--- config.mk ---
export PLATFORM = sky130hd
export DESIGN_NAME = strobe_watchdog
export DESIGN_NICKNAME = d
export VERILOG_FILES = /design/src/rtl/swd_pkg.sv /design/src/rtl/swd_edge.sv /design/src/rtl/swd_timer.sv /design/src/rtl/swd_gate.sv /design/src/rtl/strobe_watchdog.sv
export SDC_FILE = /design/constraint.sdc
export NUM_CORES = 1
export LEC_CHECK = 0
export BUFFER_PORTS_ARGS = -buffer_cell sky130_fd_sc_hd__buf_2
export CAP_MARGIN = 10
export CORE_ASPECT_RATIO = 0.6
export CORE_MARGIN = 5
export CORE_UTILIZATION = 37
export CTS_BUF_LIST = sky130_fd_sc_hd__clkbuf_2 sky130_fd_sc_hd__clkbuf_4 sky130_fd_sc_hd__clkbuf_8
export DETAILED_ROUTE_END_ITERATION = 10
export PLACE_DENSITY = 0.65
export SYNTH_ARGS = -nofsm -noshare
export SYNTH_HDL_FRONTEND = slang
export SYNTH_SLANG_ARGS = --single-unit
--- constraint.sdc ---
create_clock -name clk -period 3.6 [get_ports clk]
set_clock_uncertainty 0.05 [all_clocks]
set_input_delay 0.36 -clock clk [delete_from_list [all_inputs] [get_ports clk]]
set_output_delay 0.36 -clock clk [all_outputs]
set_load 0.03 [all_outputs]
--- src/rtl/swd_pkg.sv ---
package swd_pkg;

    typedef enum logic {
        PH_START = 1'b0,
        PH_RUN   = 1'b1
    } swd_phase_e;

    typedef struct packed {
        logic       fire;
        swd_phase_e phase;
    } swd_tmr_t;

    function automatic int unsigned swd_max(input int unsigned a, input int unsigned b);
        return (a > b) ? a : b;
    endfunction

    function automatic int unsigned swd_width(input int unsigned v);
        return (v < 2) ? 1 : $clog2(v + 1);
    endfunction

endpackage

--- src/rtl/swd_edge.sv ---
module swd_edge #(
    parameter int SYNC_STAGES = 2
) (
    input  logic clk,
    input  logic rst,
    input  logic strobe_i,
    output logic kick_o
);
    logic [SYNC_STAGES:0] pipe_q;

    always_ff @(posedge clk) begin
        if (rst) pipe_q <= '0;
        else     pipe_q <= {pipe_q[SYNC_STAGES-1:0], strobe_i};
    end

    assign kick_o = pipe_q[SYNC_STAGES] ^ pipe_q[SYNC_STAGES-1];
endmodule

--- src/rtl/swd_timer.sv ---
module swd_timer
    import swd_pkg::*;
#(
    parameter int TIMEOUT_TICKS = 1600,
    parameter int STARTUP_TICKS = 54000,
    localparam int CNT_W = swd_width(swd_max(TIMEOUT_TICKS, STARTUP_TICKS))
) (
    input  logic             clk,
    input  logic             rst,
    input  logic             hold_i,
    input  logic             kick_i,
    output swd_tmr_t         stat_o,
    output logic [CNT_W-1:0] cnt_o
);
    localparam logic [CNT_W-1:0] RUN_LAST   = CNT_W'(TIMEOUT_TICKS - 1);
    localparam logic [CNT_W-1:0] START_LAST = CNT_W'(STARTUP_TICKS - 1);

    logic [CNT_W-1:0] cnt_q;
    swd_phase_e       phase_q;
    logic [CNT_W-1:0] last;
    logic             fire;

    always_comb begin
        last = (phase_q == PH_RUN) ? RUN_LAST : START_LAST;
        fire = !hold_i && !kick_i && (cnt_q == last);
    end

    always_ff @(posedge clk) begin
        if (rst || hold_i) begin
            cnt_q   <= '0;
            phase_q <= PH_START;
        end else if (kick_i) begin
            cnt_q   <= '0;
            phase_q <= PH_RUN;
        end else if (fire) begin
            cnt_q   <= '0;
            phase_q <= PH_START;
        end else begin
            cnt_q   <= cnt_q + 1'b1;
        end
    end

    assign stat_o = '{fire: fire, phase: phase_q};
    assign cnt_o  = cnt_q;
endmodule

--- src/rtl/swd_gate.sv ---
module swd_gate
    import swd_pkg::*;
#(
    parameter int MARGIN_DLY = 50,
    localparam int DLY_W = swd_width(MARGIN_DLY)
) (
    input  logic clk,
    input  logic rst,
    input  logic quiet_i,
    input  logic margin_i,
    input  logic fire_i,
    output logic req_o
);
    logic [DLY_W-1:0] unlock_q;
    logic             pend_q;
    logic             req_q;
    logic             held;

    assign held = margin_i || (unlock_q != '0);

    always_ff @(posedge clk) begin
        if (rst)                   unlock_q <= '0;
        else if (margin_i)         unlock_q <= DLY_W'(MARGIN_DLY);
        else if (unlock_q != '0)   unlock_q <= unlock_q - 1'b1;
    end

    always_ff @(posedge clk) begin
        if (rst || quiet_i) begin
            pend_q <= 1'b0;
            req_q  <= 1'b0;
        end else begin
            pend_q <= held ? (pend_q || fire_i) : 1'b0;
            req_q  <= !held && (fire_i || pend_q);
        end
    end

    assign req_o = req_q;
endmodule

--- src/rtl/strobe_watchdog.sv ---
module strobe_watchdog
    import swd_pkg::*;
#(
    parameter int TIMEOUT_TICKS = 1600,
    parameter int STARTUP_TICKS = 54000,
    parameter int MARGIN_DLY    = 50,
    parameter int SYNC_STAGES   = 2,
    localparam int CNT_W = swd_width(swd_max(TIMEOUT_TICKS, STARTUP_TICKS))
) (
    input  logic clk,
    input  logic rst,
    input  logic strobe_i,
    input  logic wd_off_i,
    input  logic sys_in_reset_i,
    input  logic margin_i,
    output logic wd_req_o
);
    logic             kick;
    logic             quiet;
    swd_tmr_t         tmr_stat;
    logic [CNT_W-1:0] tmr_cnt;

    assign quiet = wd_off_i || sys_in_reset_i;

    swd_edge #(.SYNC_STAGES(SYNC_STAGES)) u_edge (
        .clk(clk), .rst(rst), .strobe_i(strobe_i), .kick_o(kick)
    );

    swd_timer #(.TIMEOUT_TICKS(TIMEOUT_TICKS), .STARTUP_TICKS(STARTUP_TICKS)) u_timer (
        .clk(clk), .rst(rst), .hold_i(quiet), .kick_i(kick),
        .stat_o(tmr_stat), .cnt_o(tmr_cnt)
    );

    swd_gate #(.MARGIN_DLY(MARGIN_DLY)) u_gate (
        .clk(clk), .rst(rst), .quiet_i(quiet), .margin_i(margin_i),
        .fire_i(tmr_stat.fire), .req_o(wd_req_o)
    );
endmodule

==> metrics.cfg <==
[yosys]
synthFlopType = dfxtp_1
synth.net_count = 140
async_flop_share = 0
synthDistinctLibCells = 27
yosys.area.top_type_share = 0.4802
ys_seq_area_frac = 0.4802
syn_area_per_cell_um2 = 8.844
synth_top_area_cell = dfxtp_1
synth_commonest_cells = nor2_1 (29), dfxtp_1 (28), xnor2_1 (12), nand2_1 (8), nand3_1 (7)
yosys_register_bits = 28
syn_area_um2 = 1167
ys.warnings.count = 0
synthCells = 132
synth-edff-count = 0
yosysMostFrequentCell = nor2_1
netlist_top_cells_area = dfxtp_1 (48%), nor2_1 (9.3%), xnor2_1 (9.0%)

[floorplanning]
fp.dieArea_um2 = 4415
die_h_um = 53.51
core_region_area_um2 = 2947
die_width_um = 82.52
rows = 15
io_pins = 7
start_util = 0.3962

[setup_path]
worstPathMaxFanout = 16
endpoint_kind = flip-flop
cp.buffers_inverters = 0
arrival_ps = 2290
crit_family = simple AND/OR/NAND/NOR gates
crit_type = reg -> reg
critical_path.max_stage_delay_ps = 560
crit_required_ps = 3700
cp_slowest_cell = or4b_1
startpoint_type = flip-flop
path_cells = or4b_1, nor4_1, o2111a_1, or3_1, nor2_1

[pwr]
power_density_nw_per_um2 = 474.7
fin_total_pwr_mw = 0.6166
power.leakage_nw = 0.4427
peakVddDrop_mv = 0.2666

[route]
post_drt_wl_per_cell_um = 10.77
drc = 0
dr_total_vias = 889
vias_per_cell = 4.912
drt-initial-drc-count = 20
first_pass_iters = 4
drtAntennaViolNets = 0
wirelength_um = 1949

[timing]
setup_slack_ps = 1411
tightest_slew_ps = 539.8
relSlewSlack = 0.6401
finalMaxSlewViolations = 0
max_freq_mhz = 456.8
whs_ps = 237.6
fin_crit_ps = 2189
setup_tns_ps = 0
period_share = 0.6080
setup_violations = 0
hold_violations = 0
rsz0062_at_grt = no

[status]
run_status = complete, no violations

[clock_network]
cts_tree = yes
clock_latency_ps = 270
cts_resized = 0
cts_sinks = 28
cts_max_level = 1
cts_made_buffers = 3
root_buffer = clkbuf_8
cts_hold_buf = 0
clockBufferDepth = 2
cts_setup_buffers = 0
clk_pin_slew_ps = 90

[cells_and_area]
seq_area_um2 = 560.5
num-fill-cells = 297
utilization = 0.4408
multi_input_area_um2 = 561.8
nets = 148
syn2layout_area_growth_pct = 11.25
design_area_um2 = 1299
antenna_cells_inserted = 0
drive_gt1_frac = 0.07194
final_cells = 181

[global_route]
use_met3 = 0.03571
grt_pass1_vias = 831
antenna_found_initial = 0
overflow = 0
grt_pass1_wl_um = 3608
gr-max-usage-layer = met2
use_met1 = 0.1378
grt_util_all_layers = 0.1067
grtUsageMet2 = 0.1729
grt_max_degree = 17

[placed_design]
dp_hpwl_um = 1474
place_ws_ps = 1440
placed_cell_area_um2 = 1227
gp_congestion = 0.8461
numPortBuffers = 6
dp.cells = 177

[hold_path]
hold_path_class = in -> reg

[run]
maxCapViolCount = 0

worst paths after layout:
path,from,endpoint,slack (ps),cells past startpoint
setup reg to reg,u_timer.cnt_o[8],u_timer.cnt_o[7],1410,5
hold / removal,strobe_i,u_edge.pipe_q[0],240,2
setup / recovery,u_timer.cnt_o[8],u_timer.cnt_o[7],1410,5
hold reg to reg,u_edge.pipe_q[0],u_edge.pipe_q[1],400,1
worst reg2reg max path: stages (launching register included):
cell and delay (ps):
dfxtp_1 350, or4b_1 560, nor4_1 260, o2111a_1 270
or3_1 470, nor2_1 110
routing by layer:
layer | wire [um] | vias to the layer above
met5 | 0 | -
met4 | 8 | 0
met3 | 80 | 3
met2 | 841 | 17
met1 | 1018 | 402
li1 | - | 467
layout by cell type, fill, tap and decap left out, types with 2 or more instances in the layout:
cell type	instances
nor3_1	4
nor4_1	6
xnor2_1	12
xor2_1	5
or3_1	4
ha_1	2
o21ai_0	2
nor2b_1	3
clkbuf_8	3
nor2_1	29
dfxtp_1	28
or4b_1	2
a21oi_1	2
nand3_1	7
buf_2	6
inv_1	6
nand2_1	8
where the power goes:
group / total, mW / switching [mW] / internal [mW]
Sequential: 0.327 / 0.00747 / 0.319
Combinational: 0.0463 / 0.0269 / 0.0194
Clock: 0.244 / 0.0946 / 0.149
kinds of logic after synthesis:
logic type,Yosys count,synth area share
compound gates,8,0.04717
xor+xnor,17,0.1275
fa+ha+maj,2,0.02143
buf+inv,9,0.03858
flops,28,0.4802
simple gates,68,0.2851
layout make-up:
| type | count | area share |
|---|---|---|
| Sequential cell | 28 | 0.4316 |
| Clock inverter | 1 | 0.02312 |
| Tap cell | 42 | 0.04046 |
| Inverter | 6 | 0.01734 |
| Timing Repair Buffer | 6 | 0.02312 |
| Multi-Input combinational cell | 95 | 0.4326 |
| Clock buffer | 3 | 0.03179 |
sequential cells by signal, indices dropped and copies added, names as in the netlist:
name,flops
u_timer.cnt_o,16
u_gate.unlock_q,6
u_edge.pipe_q,3
u_gate.pend_q,1
u_gate.req_o,1
u_timer.phase_q,1
Note: power is estimated with default switching activity, not from simulation.
